$ cat config.mk
export PLATFORM = sky130hd
export DESIGN_NAME = march_bist
export DESIGN_NICKNAME = d
export VERILOG_FILES = /design/src/rtl/march_pkg.sv /design/src/rtl/march_elem_rom.sv /design/src/rtl/march_addr_gen.sv /design/src/rtl/march_hold_ctrl.sv /design/src/rtl/march_bist.sv
export SDC_FILE = /design/constraint.sdc
export NUM_CORES = 1
export LEC_CHECK = 0
export BUFFER_PORTS_ARGS = -buffer_cell sky130_fd_sc_hd__buf_2
export CORE_ASPECT_RATIO = 0.8
export CORE_MARGIN = 4
export CORE_UTILIZATION = 40
export DETAILED_ROUTE_END_ITERATION = 10
export RECOVER_POWER = 25
export SETUP_SLACK_MARGIN = 0.3
export SYNTH_ARGS = -nofsm -noshare
export SYNTH_HDL_FRONTEND = slang
export SYNTH_SLANG_ARGS = --single-unit
export TNS_END_PERCENT = 10
$ cat constraint.sdc
create_clock -name clk_i -period 7.5 [get_ports clk_i]
set_input_delay 0.375 -clock clk_i [delete_from_list [all_inputs] [get_ports clk_i]]
set_output_delay 0.375 -clock clk_i [all_outputs]
set_load 0.02 [all_outputs]
$ cat src/rtl/march_pkg.sv
package march_pkg;
  localparam int unsigned ELEM_W = 3;
  localparam int unsigned OP_W   = 2;
  localparam int unsigned MAX_OPS = 4;

  typedef struct packed {
    logic is_wr;
    logic val;
  } mop_t;

  typedef struct packed {
    logic              down;
    logic              hold;
    logic [2:0]        nops;
    mop_t [MAX_OPS-1:0] ops;  // ops[0] runs first
  } melem_t;

  localparam mop_t OP_R0 = 2'b00;
  localparam mop_t OP_R1 = 2'b01;
  localparam mop_t OP_W0 = 2'b10;
  localparam mop_t OP_W1 = 2'b11;

  function automatic melem_t mk_elem(logic dn, logic hd, logic [2:0] n,
                                     mop_t a, mop_t b, mop_t c, mop_t d);
    melem_t e;
    e.down = dn;
    e.hold = hd;
    e.nops = n;
    e.ops  = {d, c, b, a};
    return e;
  endfunction
endpackage

$ cat src/rtl/march_elem_rom.sv
module march_elem_rom
  import march_pkg::*;
(
  input  logic              algo_i,
  input  logic              single_read_i,
  input  logic [ELEM_W-1:0] idx_i,
  output melem_t            elem_o,
  output logic [ELEM_W-1:0] num_elem_o
);
  melem_t raw;

  always_comb begin
    raw = '0;
    if (!algo_i) begin
      num_elem_o = ELEM_W'(6);
      case (idx_i)
        3'd0: raw = mk_elem(1'b0, 1'b0, 3'd1, OP_W0, OP_R0, OP_R0, OP_R0);
        3'd1: raw = mk_elem(1'b0, 1'b0, 3'd2, OP_R0, OP_W1, OP_R0, OP_R0);
        3'd2: raw = mk_elem(1'b0, 1'b0, 3'd2, OP_R1, OP_W0, OP_R0, OP_R0);
        3'd3: raw = mk_elem(1'b1, 1'b0, 3'd2, OP_R0, OP_W1, OP_R0, OP_R0);
        3'd4: raw = mk_elem(1'b1, 1'b1, 3'd3, OP_R1, OP_R1, OP_W0, OP_R0);
        3'd5: raw = mk_elem(1'b0, 1'b1, 3'd2, OP_R0, OP_R0, OP_R0, OP_R0);
        default: raw = '0;
      endcase
    end else begin
      num_elem_o = ELEM_W'(4);
      case (idx_i)
        3'd0: raw = mk_elem(1'b1, 1'b0, 3'd1, OP_W0, OP_R0, OP_R0, OP_R0);
        3'd1: raw = mk_elem(1'b0, 1'b1, 3'd4, OP_R0, OP_W0, OP_W1, OP_R1);
        3'd2: raw = mk_elem(1'b0, 1'b1, 3'd4, OP_R1, OP_W1, OP_W0, OP_R0);
        3'd3: raw = mk_elem(1'b1, 1'b0, 3'd1, OP_R0, OP_R0, OP_R0, OP_R0);
        default: raw = '0;
      endcase
    end
  end

  // Drop reads that repeat the previous read when the array senses twice
  always_comb begin
    logic [2:0] j;
    elem_o      = '0;
    elem_o.down = raw.down;
    elem_o.hold = raw.hold;
    j = '0;
    for (int k = 0; k < MAX_OPS; k++) begin
      if (3'(k) < raw.nops) begin
        if (!(single_read_i && k > 0 && !raw.ops[k].is_wr && raw.ops[k] == raw.ops[k-1])) begin
          elem_o.ops[j[1:0]] = raw.ops[k];
          j = j + 3'd1;
        end
      end
    end
    elem_o.nops = j;
  end
endmodule

$ cat src/rtl/march_addr_gen.sv
module march_addr_gen #(
  parameter int unsigned ADDR_W = 4,
  parameter int unsigned DEPTH  = 1 << ADDR_W
) (
  input  logic              clk_i,
  input  logic              rst_ni,
  input  logic              load_i,
  input  logic              down_i,
  input  logic              step_i,
  output logic [ADDR_W-1:0] addr_o,
  output logic              last_o
);
  localparam logic [ADDR_W-1:0] TOP = ADDR_W'(DEPTH - 1);
  logic down_q;

  always_ff @(posedge clk_i or negedge rst_ni) begin
    if (!rst_ni) begin
      addr_o <= '0;
      down_q <= 1'b0;
    end else if (load_i) begin
      addr_o <= down_i ? TOP : '0;
      down_q <= down_i;
    end else if (step_i) begin
      addr_o <= down_q ? addr_o - 1'b1 : addr_o + 1'b1;
    end
  end

  assign last_o = down_q ? (addr_o == '0) : (addr_o == TOP);
endmodule

$ cat src/rtl/march_hold_ctrl.sv
module march_hold_ctrl #(
  parameter int unsigned HOLD_W = 8
) (
  input  logic              clk_i,
  input  logic              rst_ni,
  input  logic              start_i,
  input  logic [HOLD_W-1:0] cycles_i,
  input  logic              ack_i,
  output logic              req_o,
  output logic              done_o
);
  typedef enum logic [1:0] {H_IDLE, H_REQ, H_CNT, H_REL} hst_e;
  hst_e st_q;
  logic [HOLD_W-1:0] cnt_q;

  always_ff @(posedge clk_i or negedge rst_ni) begin
    if (!rst_ni) begin
      st_q  <= H_IDLE;
      cnt_q <= '0;
    end else begin
      case (st_q)
        H_IDLE: if (start_i) st_q <= H_REQ;
        H_REQ: if (ack_i) begin
          st_q  <= H_CNT;
          cnt_q <= (cycles_i == '0) ? HOLD_W'(1) : cycles_i;
        end
        H_CNT: if (cnt_q == HOLD_W'(1)) st_q <= H_REL;
               else cnt_q <= cnt_q - 1'b1;
        H_REL: if (!ack_i) st_q <= H_IDLE;
        default: st_q <= H_IDLE;
      endcase
    end
  end

  assign req_o  = (st_q == H_REQ) || (st_q == H_CNT);
  assign done_o = (st_q == H_REL) && !ack_i;
endmodule

$ cat src/rtl/march_bist.sv
module march_bist
  import march_pkg::*;
#(
  parameter int unsigned ADDR_W = 4,
  parameter int unsigned DEPTH  = 1 << ADDR_W,
  parameter int unsigned DATA_W = 8,
  parameter int unsigned HOLD_W = 8
) (
  input  logic              clk_i,
  input  logic              rst_ni,
  input  logic              start_i,
  input  logic              algo_sel_i,
  input  logic              single_read_i,
  input  logic              hold_en_i,
  input  logic              stop_on_fail_i,
  input  logic [HOLD_W-1:0] hold_cycles_i,
  output logic [ADDR_W-1:0] mem_addr_o,
  output logic              mem_we_o,
  output logic [DATA_W-1:0] mem_wdata_o,
  output logic              mem_re_o,
  input  logic [DATA_W-1:0] mem_rdata_i,
  output logic              lps_req_o,
  input  logic              lps_ack_i,
  output logic              busy_o,
  output logic              done_o,
  output logic              fail_o,
  output logic [ADDR_W-1:0] fail_addr_o,
  output logic [2:0]        fail_elem_o,
  output logic [1:0]        fail_op_o
);
  typedef enum logic [2:0] {S_IDLE, S_SETUP, S_HOLD, S_RUN, S_DRAIN, S_DONE} st_e;
  st_e st_q;

  logic algo_q, single_q, hold_en_q, stop_q;
  logic [ELEM_W-1:0] elem_q, num_elem;
  logic [OP_W-1:0]   op_q;
  melem_t            cur;
  mop_t              cur_op;
  logic              last_op, last_addr, at_end;
  logic              hold_start, hold_done, abort, mismatch, issue;
  logic              rd_pend_q, rd_exp_q;
  logic [ADDR_W-1:0] rd_addr_q;
  logic [ELEM_W-1:0] rd_elem_q;
  logic [OP_W-1:0]   rd_op_q;
  logic              done_q, fail_q;

  march_elem_rom i_rom (
    .algo_i        (algo_q),
    .single_read_i (single_q),
    .idx_i         (elem_q),
    .elem_o        (cur),
    .num_elem_o    (num_elem)
  );

  assign cur_op   = cur.ops[op_q];
  assign last_op  = (op_q == OP_W'(cur.nops - 3'd1));
  assign at_end   = (elem_q == num_elem);
  assign mismatch = rd_pend_q && (mem_rdata_i != {DATA_W{rd_exp_q}});
  assign abort    = mismatch && stop_q;
  assign issue    = (st_q == S_RUN) && !abort;

  march_addr_gen #(.ADDR_W(ADDR_W), .DEPTH(DEPTH)) i_addr (
    .clk_i  (clk_i),
    .rst_ni (rst_ni),
    .load_i (st_q == S_SETUP),
    .down_i (cur.down),
    .step_i (issue && last_op && !last_addr),
    .addr_o (mem_addr_o),
    .last_o (last_addr)
  );

  assign hold_start = (st_q == S_SETUP) && !at_end && cur.hold && hold_en_q && !abort;

  march_hold_ctrl #(.HOLD_W(HOLD_W)) i_hold (
    .clk_i    (clk_i),
    .rst_ni   (rst_ni),
    .start_i  (hold_start),
    .cycles_i (hold_cycles_i),
    .ack_i    (lps_ack_i),
    .req_o    (lps_req_o),
    .done_o   (hold_done)
  );

  assign mem_we_o    = issue && cur_op.is_wr;
  assign mem_re_o    = issue && !cur_op.is_wr;
  assign mem_wdata_o = {DATA_W{cur_op.val}};

  always_ff @(posedge clk_i or negedge rst_ni) begin
    if (!rst_ni) begin
      st_q      <= S_IDLE;
      algo_q    <= 1'b0;
      single_q  <= 1'b0;
      hold_en_q <= 1'b0;
      stop_q    <= 1'b0;
      elem_q    <= '0;
      op_q      <= '0;
      done_q    <= 1'b0;
    end else begin
      case (st_q)
        S_IDLE, S_DONE: if (start_i) begin
          st_q      <= S_SETUP;
          algo_q    <= algo_sel_i;
          single_q  <= single_read_i;
          hold_en_q <= hold_en_i;
          stop_q    <= stop_on_fail_i;
          elem_q    <= '0;
          op_q      <= '0;
          done_q    <= 1'b0;
        end
        S_SETUP: begin
          op_q <= '0;
          if (at_end)          st_q <= S_DRAIN;
          else if (hold_start) st_q <= S_HOLD;
          else                 st_q <= S_RUN;
        end
        S_HOLD: if (hold_done) st_q <= S_RUN;
        S_RUN: if (!abort) begin
          if (last_op) begin
            op_q <= '0;
            if (last_addr) begin
              elem_q <= elem_q + 1'b1;
              st_q   <= S_SETUP;
            end
          end else begin
            op_q <= op_q + 1'b1;
          end
        end
        S_DRAIN: st_q <= S_DONE;
        default: st_q <= S_IDLE;
      endcase
      if (abort && st_q != S_IDLE && st_q != S_DONE) st_q <= S_DONE;
      if ((st_q == S_DRAIN) || (abort && st_q != S_IDLE && st_q != S_DONE)) done_q <= 1'b1;
    end
  end

  // Read verdict pipeline, one cycle behind the read enable
  always_ff @(posedge clk_i or negedge rst_ni) begin
    if (!rst_ni) begin
      rd_pend_q <= 1'b0;
      rd_exp_q  <= 1'b0;
      rd_addr_q <= '0;
      rd_elem_q <= '0;
      rd_op_q   <= '0;
    end else begin
      rd_pend_q <= mem_re_o;
      rd_exp_q  <= cur_op.val;
      rd_addr_q <= mem_addr_o;
      rd_elem_q <= elem_q;
      rd_op_q   <= op_q;
    end
  end

  always_ff @(posedge clk_i or negedge rst_ni) begin
    if (!rst_ni) begin
      fail_q      <= 1'b0;
      fail_addr_o <= '0;
      fail_elem_o <= '0;
      fail_op_o   <= '0;
    end else if (start_i && (st_q == S_IDLE || st_q == S_DONE)) begin
      fail_q      <= 1'b0;
      fail_addr_o <= '0;
      fail_elem_o <= '0;
      fail_op_o   <= '0;
    end else if (mismatch && !fail_q) begin
      fail_q      <= 1'b1;
      fail_addr_o <= rd_addr_q;
      fail_elem_o <= rd_elem_q;
      fail_op_o   <= rd_op_q;
    end
  end

  assign fail_o = fail_q;
  assign done_o = done_q;
  assign busy_o = (st_q != S_IDLE) && (st_q != S_DONE);
endmodule

* After elaboration in Yosys (flattened, before gate mapping)
Index checks and enable logic that the tools add are counted.
** Storage, ports and cells
- Bits in registers :: 49
- Input bits :: 24
- Output and inout port bits :: 27
- Logic and storage cells :: 208
** Cells by class
- $add $sub $neg :: 9
- Magnitude comparators :: 11
- Equal/unequal tests :: 36
- Mux-type cells :: 72
- Reduce and logical (&&, ||, !) cells :: 59
** Operator list (count)
- $pmux 13 s6 :: 1
- $mux 8 :: 9
- $pmux 13 s4 :: 1
- $mux 2 :: 21
- $mux 3 :: 13
- $logic_and 1x1->1 :: 26
- $bwmux 8 :: 3
- $mux 4 :: 6
- $ne 2x2->1 const B :: 8
- $pmux 8 s2 :: 1
- $pmux 3 s5 :: 1
- $mux 13 :: 1
- $demux 2 s2 :: 3
- $eq 3x2->1 const B :: 4
- $eq 3x3->1 const B :: 4
- $reduce_bool 2->1 :: 6
- $reduce_and 5->1 :: 2
- $logic_not 1->1 :: 9
- $lt 2x3->1 const B :: 3
- $ne 3x2->1 const B :: 3
- $ne 3x3->1 const B :: 3
- $eq 2x2->1 :: 4
- $eq 8x1->1 const B :: 1
- $logic_not 8->1 :: 1
- other kinds (33) :: 53

* Depth between registers and ports, before layout
Gate-level depths: netlist of run 1.
- Depth after elaboration :: 22
- Mapped depth :: 14
- Depth with buffers taken out :: 12

* Modules after synthesis
Synthesis of run 1 repeated with hierarchy kept, for this count alone.
** Unflattened totals
- Cell total of the unflattened synthesis :: 367
- Area, all modules :: 3487.1 µm²
** By module, submodules not included
- march_bist :: instances 1, cells each 165, area each 1735.4 µm², seq. area each 850.8 µm²
- march_hold_ctrl :: instances 1, cells each 87, area each 808.3 µm², seq. area each 250.2 µm²
- march_elem_rom :: instances 1, cells each 76, area each 566.8 µm², seq. area each 0.0 µm²
- march_addr_gen :: instances 1, cells each 39, area each 376.6 µm², seq. area each 125.1 µm²

* Worst setup path before layout of run 1
OpenSTA, ideal clock, no wires.
- Path type :: reg2out
- From :: reg elem_q[2]
- To :: out mem_wdata_o[1]
- Arrival time :: 3569 ps
- Required time :: 7125 ps
- Slack :: 3556 ps
- Stages on the path, launching flop included :: 14
- Path buffers :: 2
- Path through :: dfrtp_1 -> buf_6 -> clkinv_1 -> ha_1 -> nor4_1 -> a211oi_2 -> xnor2_1 -> ha_1 -> nand3_1 -> nand4_1 -> a21oi_1 -> a21oi_1 -> a221oi_1 -> buf_4
** Between the ends
- Cells in the longest elaborated chain, start to end :: 20
- Elaborated cells on any way between the ends :: 57
- Those cells by class :: 2 x add/sub; 10 x order compare; 8 x eq/ne; 26 x mux; 11 x reduce/logical
** Ends and longest elaborated chain
- start, declared :: RTL line march_bist.sv:35 : logic [ELEM_W-1:0] elem_q, num_elem;
- start signal, assigned :: RTL line march_bist.sv:121 : elem_q <= elem_q + 1'b1;
- $eq 3x3->1, or another cell as far along :: RTL line march_elem_rom.sv:16 : case (idx_i)
- $pmux 13 s6 / $pmux 13 s4 (equally long branches) :: RTL line march_elem_rom.sv:16, march_elem_rom.sv:27
- $mux 13 (*) :: RTL line march_elem_rom.sv:14 : if (!algo_i) begin
- $lt 1x3->1 / $logic_not 1->1 (equally long branches) :: RTL line march_elem_rom.sv:45, march_elem_rom.sv:46
- $mux 1 / $logic_and 1x1->1 (equally long branches) :: RTL line march_elem_rom.sv:45, march_elem_rom.sv:46
- $add 1x1->2, or another cell as far along :: RTL line march_elem_rom.sv:48 : j = j + 3'd1;
- $mux 2 / $logic_and 1x1->1 (equally long branches) :: RTL line march_elem_rom.sv:46, march_elem_rom.sv:47
- $mux 2 (on tied branches) :: RTL line march_elem_rom.sv:45, march_elem_rom.sv:47
- (+4 left out)
- $logic_and 1x1->1 (not written as such) / $bwmux 8 (equally long branches) :: RTL line march_elem_rom.sv:47 : elem_o.ops[j[1:0]] = raw.ops[k];
- $mux 2 (not written as such) / $mux 8 (equally long branches) :: RTL line march_elem_rom.sv:47, march_elem_rom.sv:46
- $demux 2 s2 / $mux 8 (equally long branches)
- $bwmux 8 :: RTL line march_elem_rom.sv:47
- $mux 8 :: RTL line march_elem_rom.sv:46 : if (!(single_read_i && k > 0 && !raw.ops[k].is_wr && raw.ops[k] == raw.ops[k-1])) begin
- $mux 8 (*) :: RTL line march_elem_rom.sv:45 : if (3'(k) < raw.nops) begin
- $bmux 2 s2 (*) :: RTL line march_bist.sv:55 : assign cur_op = cur.ops[op_q];
- $mux 2 (not written as such) (*) :: RTL line march_bist.sv:55
- end, declared :: RTL line march_bist.sv:19 : output logic [DATA_W-1:0] mem_wdata_o,
Mark *: on every way between the ends. The rest lies on a longest branch, timed or not. The select of a mux whose other input is x is not followed.

* Worst setup path in the final report of run 1
- From :: reg elem_q[2]
- To :: out mem_wdata_o[4]
Same word-level chain as after synthesis.

==> summary.txt, run 1 <==
Yosys
  – Synth Area in XOR/XNOR: 1.39%
  – Seq/Total Area, Yosys: 38.8%
  – Multiplexer share of the synthesized area: 4.87%
  – Compound-cell area share of the yosys netlist: 22.2%
  – Synthesized net count: 389
  – Top-area cell type share of the netlist area: 38.8%
  – Top post-synthesis cells by area: dfrtp_1 39%, ha_1 6.3%, a21oi_1 4.6%
  – Fraction of registers with async set/reset: 100%
  – Syn avg cell area: 9.09 um^2
  – Synth Cell Area: 3160 um^2
  – Mapped Cells: 348
  – Synthesis-stage register bit count: 49
  – Post-synth EDFFs: 0
  – Largest family of logic cells by synthesized area: compound AO/OA/AOI/OAI gates
  – Dominant synthesized flop cell: dfrtp_1
  – YS warnings: 0
  – Post-Synth Simple-Gate Area: 18.7%
  – Adder-cell share of the synthesized area: 6.96%
  – Post-synthesis cell type count: 69
  – Area leader, netlist: dfrtp_1

Floorplanning
  – # rows: 28
  – IO Pins: 51
  – Die ar.: 9400 um^2
  – Die Span X: 107 um
  – Core Region: 7530 um^2
  – Initial Utilization: 42.0%
  – Die H: 87.5 um

Detailed routing
  – Total number of vias: 2,639
  – Residual DRC: 0
  – Highest metal used: met4
  – Remaining antenna violation count: 0
  – Met2 Routed Length: 2.89 mm
  – M1 wire length: 3.69 mm
  – DRT iter0 DRCs: 218
  – Vias per inst: 5.36
  – TritonRoute pass-1 iters: 5
  – Routed length on met3: 419 um
  – Detailed Route WL: 7.04 mm
  – Wirelength per Cell: 14.3 um

Min path
  – Worst Hold Class: input port to flop

Cells and area
  – Util after Layout: 46.7%
  – # nets final: 427
  – Proportion of layout cells with a drive suffix above 1: 20.4%
  – Area Growth Syn to Fin: 11.3%
  – Final std cells w/o fill: 492
  – Ant. Diodes: 0

Critical path
  – Worst-path fanout max: 12
  – Largest stage delay, worst path: 0.66 ns
  – Critical Path AT: 4.04 ns
  – CP Cell Sequence: clkinv_1 -> ha_1 -> nor4_1 -> a211oi_2 -> xnor2_1 -> ha_1 -> nand3_1 -> nand4_1 -> a21oi_1 -> a21oi_1 -> a221oi_1 -> buf_2
  – Critical path's slowest cell: a221oi_1
  – Kind of critical path: flop to output port
  – CP Data Required Time: 7.12 ns
  – Crit end category: output port
  – Crit start category: flop

Timing
  – Period minus WS final: 4.42 ns
  – Final setup viols: 0
  – Worst slew pin tran: 2.67 ns
  – Final Skew: 0.0112 ns
  – Slew HR: -78.2%
  – Post-Route Setup TNS: 0 ns
  – Crit share post-route: 58.9%
  – Max Slew Vio Count: 50
  – Unrepaired setup endpoints after global routing: false
  – Fmax: 0.226 GHz
  – Final hold vios: 0
  – Final Worst Setup Slack: 3.08 ns

Clock network
  – Clk pin slew, worst setup/hold paths: 0.10 ns
  – H-Tree Depth: 2
  – Clk buf depth: 2
  – Hold Buf Count CTS: 0
  – CTS buffer count: 5
  – Skew-Pair Late Insertion Delay: 0.30 ns
  – CTS Sinks: 49
  – Postcts setup bufs: 0
  – CTS tree: done
  – CTS root buffer: clkbuf_8
  – Post-CTS sizing: 0

Placed design
  – DP HPWL: 5.19 mm
  – Setup WS pre-CTS: 3.43 ns
  – GPL Wtd Cong: 0.865
  – I/O Buffers: 50
  – Placed insts: 484

GRT
  – Gr usage total: 15.8%
  – Initial antenna violation count: 0
  – First-pass GRT wire length: 12.2 mm
  – Vias in the first global route: 2,456
  – Grt total ovfl: 0
  – Pin count of the biggest net entering global routing: 50

Power
  – Clock power share: 8.9%
  – PwrDens: 520 nW/um^2
  – Pwr Total: 0.00183 W
  – Leakage: 1.56 nW
  – Worst VDD drop: 0.225 mV
  – Switch share: 50.7%
  – Power Internal: 0.000902 W
  – Psw: 0.000928 W
  – Seq pwr share: 28.6%
  – Comb pwr share: 62.5%

Run status
  – Failing checks: capacitance limit, slew limit
  – Status: finished with violations

Run
  – Max cap viols: 1
[power groups by stage]
stage          clock network, W  logic (W)  registers (W)
2_1_floorplan                 0   0.000936       0.000504
3_3_place_gp                  0    0.00112       0.000526
3_5_place_dp                  0    0.00114       0.000528
4_1_cts                0.000173    0.00114       0.000523
5_1_grt                0.000181    0.00129       0.000550
6_report               0.000163    0.00114       0.000524
[state kept, by name (all words and copies together), names as in the netlist, 3 cells and up]
register,flops
fail_addr_o,4
i_addr.addr_o,4
st_q,3
rd_elem_q,3
elem_q,3
rd_addr_q,4
fail_elem_o,3
i_hold.cnt_q,8
[layout by cell type, fill, tap and decap left out, types with 4 or more instances in the layout]
| cell type | count |
|---|---|
| nand3_1 | 13 |
| nor4_1 | 5 |
| o31ai_1 | 5 |
| mux2i_1 | 12 |
| nand2_1 | 26 |
| nand2b_1 | 7 |
| ha_1 | 16 |
| nor2b_1 | 5 |
| buf_2 | 50 |
| inv_1 | 21 |
| o22ai_1 | 7 |
| clkbuf_8 | 5 |
| xnor2_1 | 4 |
| nand4_1 | 5 |
| dfrtp_1 | 49 |
| nor3_1 | 8 |
| a31oi_1 | 5 |
| o21ai_0 | 16 |
| nor2_1 | 29 |
| a21oi_1 | 29 |
[cell usage after synthesis, types with 4 or more instances]
cell type,count
a21oi_1,29
inv_1,21
xnor2_1,4
nor2_1,29
buf_4,7
nand2b_1,7
mux2i_1,12
nand4_1,5
nor3_1,8
ha_1,16
nand2_1,26
o31ai_1,5
nor4_1,5
nor2b_1,5
o21ai_0,16
dfrtp_1,49
o22ai_1,7
a31oi_1,5
nand3_1,13
clkbuf_1,9
[critical path: cells and delay by family (launching register included)]
family / cells / cell delay [ns]
AND/OR/NAND/NOR: 3 / 0.58
buffers and inverters: 2 / 0.63
XOR/XNOR: 1 / 0.23
flip-flops: 1 / 0.60
AO/OA/AOI/OAI: 4 / 1.03
adder cells (fa/ha/maj): 2 / 0.65
[kinds of logic (layout without fill, tap and decap cells)]
kind of cell,Yosys count,in the layout
AND/OR/NAND/NOR,118,118
AO/OA/AOI/OAI,99,99
flip-flops,49,49
buffers and inverters,45,84
adder cells (fa/ha/maj),17,17
multiplexers,15,15
XOR/XNOR,5,5
[final cells by class]
class	instances	area, um^2
Clock buffer	5	68.8
Clock inverter	3	26.3
Fill cell	740	4010
Inverter	23	86.3
Multi-Input combinational cell	254	1710
Sequential cell	49	1230
Tap cell	105	131
Timing Repair Buffer	53	269
[metrics by stage]
step           hold WS [ns]  area, um^2
3_3_place_gp          0.425        3430
3_5_place_dp          0.427        3430
5_1_grt               0.287        3520
4_1_cts               0.192        3520
6_report              0.276        3520
2_1_floorplan        0.0794        3160
[path summary, 6_finish.rpt]
| check | startpoint | cells past startpoint | end | slack [ns] |
|---|---|---|---|---|
| max reg2reg | elem_q[2] | 12 | elem_q[2] | 3.73 |
| max | elem_q[2] | 12 | mem_wdata_o[4] | 3.08 |
| min reg2reg | i_addr.addr_o[0] | 0 | rd_addr_q[0] | 0.45 |
| max in group asynchronous | rst_ni | 2 | rd_op_q[1] | 4.99 |
| min in group asynchronous | rst_ni | 2 | fail_addr_o[1] | 1.00 |
| min | single_read_i | 3 | single_q | 0.28 |
[metal layers]
metal / vias to the layer above / track usage [%]
li1: 1328 / -
met1: 1231 / 25.4
met2: 75 / 22.4
met3: 5 / 3.04
met4: 0 / 2.06
met5: - / 0
No activity file was read; power rests on OpenSTA's default activity.
==> run 2, diff against run 1 <==
- clock period: 7.5 -> 4.05 ns (I/O delays scaled with it)
==> summary.txt, run 2 (synthesis gave the netlist of run 1 again) <==
Run status
  – Status: finished with violations
  – Failing checks: capacitance limit, slew limit

Critical path
  – Crit start category: flop
  – Critical Path AT: 3.27 ns (-0.77 ns)
  – CP Data Required Time: 3.85 ns (-3.27 ns)
  – Worst-path fanout max: 12 (unchanged)
  – Kind of critical path: flop to output port
  – Crit end category: output port

Floorplanning
  – Core Region: 7530 um^2 (unchanged)
  – # rows: 28 (unchanged)
  – IO Pins: 51 (unchanged)
  – Die H: 87.5 um (unchanged)
  – Die ar.: 9400 um^2 (unchanged)
  – Initial Utilization: 42.0% (unchanged)
  – Die Span X: 107 um (unchanged)

Timing
  – Final hold vios: 0 (unchanged)
  – Fmax: 0.288 GHz
  – Period minus WS final: 3.48 ns
  – Final Skew: 0.00904 ns (-0.00220 ns)
  – Slew HR: -72.2% (+6.0 points)
  – Final setup viols: 0 (unchanged)
  – Crit share post-route: 85.8%
  – Max Slew Vio Count: 50 (unchanged)
  – Worst slew pin tran: 2.58 ns (-0.0907 ns)
  – Unrepaired setup endpoints after global routing: false
  – Hold Worst Slack: 0.0959 ns (-0.180 ns)
  – Post-Route Setup TNS: 0 ns (unchanged)

Cells and area
  – Register bank with the most flops: i_hold.cnt_q
  – # nets final: 433 (+1.4%)
  – Ant. Diodes: 0 (unchanged)
  – Proportion of layout cells with a drive suffix above 1: 24.4% (+4.0 points)
  – Commonest non-fill, non-tap cell in the layout: buf_2
  – Area Growth Syn to Fin: 15.3%
  – Max reg flops: 8 (unchanged)
  – Most frequent cells in the layout: 50 x buf_2, 46 x dfrtp_1, 29 x nor2_1, 29 x a21oi_1, 26 x nand2_1

Clock network
  – H-Tree Depth: 2 (unchanged)
  – Clk pin slew, worst setup/hold paths: 0.09 ns (about the same)
  – Skew-Pair Late Insertion Delay: 0.31 ns (about the same)
  – CTS tree: done
  – CTS Sinks: 49 (unchanged)
  – CTS root buffer: clkbuf_8
  – CTS buffer count: 5 (unchanged)
  – Hold Buf Count CTS: 0 (unchanged)
  – Clk buf depth: 2 (unchanged)

GRT
  – Pin count of the biggest net entering global routing: 50 (unchanged)
  – First-pass GRT wire length: 12.1 mm (-0.67%)
  – Grt total ovfl: 0 (unchanged)
  – Vias in the first global route: 2,400 (-2.3%)
  – Initial antenna violation count: 0 (unchanged)
  – Gr usage total: 15.9% (+0.12 points)

Placed design
  – I/O Buffers: 50 (unchanged)
  – DP HPWL: 5.34 mm (+2.8%)
  – GPL Wtd Cong: 0.918 (+6.2%)

Detailed routing
  – Wirelength per Cell: 14.6 um (+1.8%)
  – Total number of vias: 2,704 (+2.5%)
  – DRT iter0 DRCs: 177 (-19%)
  – Detailed Route WL: 7.25 mm (+3.1%)
  – Residual DRC: 0 (unchanged)
  – Vias per inst: 5.43 (+1.2%)
  – Remaining antenna violation count: 0 (unchanged)
  – TritonRoute pass-1 iters: 4 (-1)

Run
  – Max cap viols: 1 (unchanged)

Power
  – PwrDens: 983 nW/um^2 (+89%)
  – Worst VDD drop: 0.409 mV (+82%)
  – Leakage: 1.61 nW (+2.9%)

Min path
  – Worst Hold Class: input port to flop
-- run 2: critical path, cell delays in order (launching register included) --
cell,delay (ns)
dfrtp_2,0.52
clkinv_2,0.19
ha_2,0.28
nor4_2,0.37
a211oi_4,0.10
xnor2_1,0.22
ha_1,0.24
nand3_1,0.11
nand4_1,0.11
a21oi_1,0.17
a21oi_1,0.07
a221oi_2,0.26
buf_4,0.17
buf_2,0.16
-- run 2: metrics by stage --
stage / instances / utilization (%) / total power, W / setup WS [ns] / cell area [um^2]
2_1_floorplan: 348 / - / 0.00267 / 0.680 / 3170
3_3_place_gp: 485 / 45.7 / 0.00306 / 0.514 / 3440
3_5_place_dp: 485 / 45.7 / 0.00310 / 0.362 / 3440
4_1_cts: 495 / 47.4 / 0.00350 / 0.401 / 3570
5_1_grt: 498 / 48.4 / 0.00393 / 0.298 / 3640
6_report: 498 / 48.4 / 0.00358 / 0.573 / 3640
-- run 2: where the power goes --
group	switching, W	total [W]	internal, W
Sequential	0.000266	0.000983	0.000717
Clock	0.000172	0.000358	0.000185
Combinational	0.00133	0.00224	0.000910
-- run 2: final timing paths --
kind / start / to / slack [ns] / cells after the start
setup reg to reg: elem_q[2] / elem_q[2] / 0.75 / 12
max in group asynchronous: rst_ni / elem_q[2] / 1.61 / 2
hold reg to reg: elem_q[0] / rd_elem_q[0] / 0.46 / 0
min in group asynchronous: rst_ni / fail_addr_o[1] / 0.79 / 2
hold / removal: single_read_i / single_q / 0.1 / 3
setup / recovery: elem_q[2] / mem_wdata_o[6] / 0.57 / 13
-- run 2: area by class of cell --
class | instances | area, um^2
fill | 715 | 3890
timing repair buffer | 59 | 314
tap | 105 | 131
inverter | 23 | 87.6
multi-input combinational | 254 | 1770
clock inverter | 3 | 43.8
clock buffer | 5 | 68.8
sequential | 49 | 1230
-- run 2: routing by layer --
metal | vias to the layer above | track usage [%] | wire length [um]
met1 | 1262 | 24.9 | 3740
met2 | 90 | 22.5 | 2960
met5 | - | 0 | 0
met3 | 9 | 3.26 | 482
met4 | 0 | 3.56 | 70
li1 | 1343 | - | -
-- run 2: what timing repair did --
| action | 4_1_cts | 5_1_grt |
|---|---|---|
| gates cloned | 0 | 0 |
| resized for setup | 2 | 11 |
| setup buffers | 2 | 3 |
| pin swaps | 1 | 2 |
| endpoints found under the setup margin | 9 | 11 |
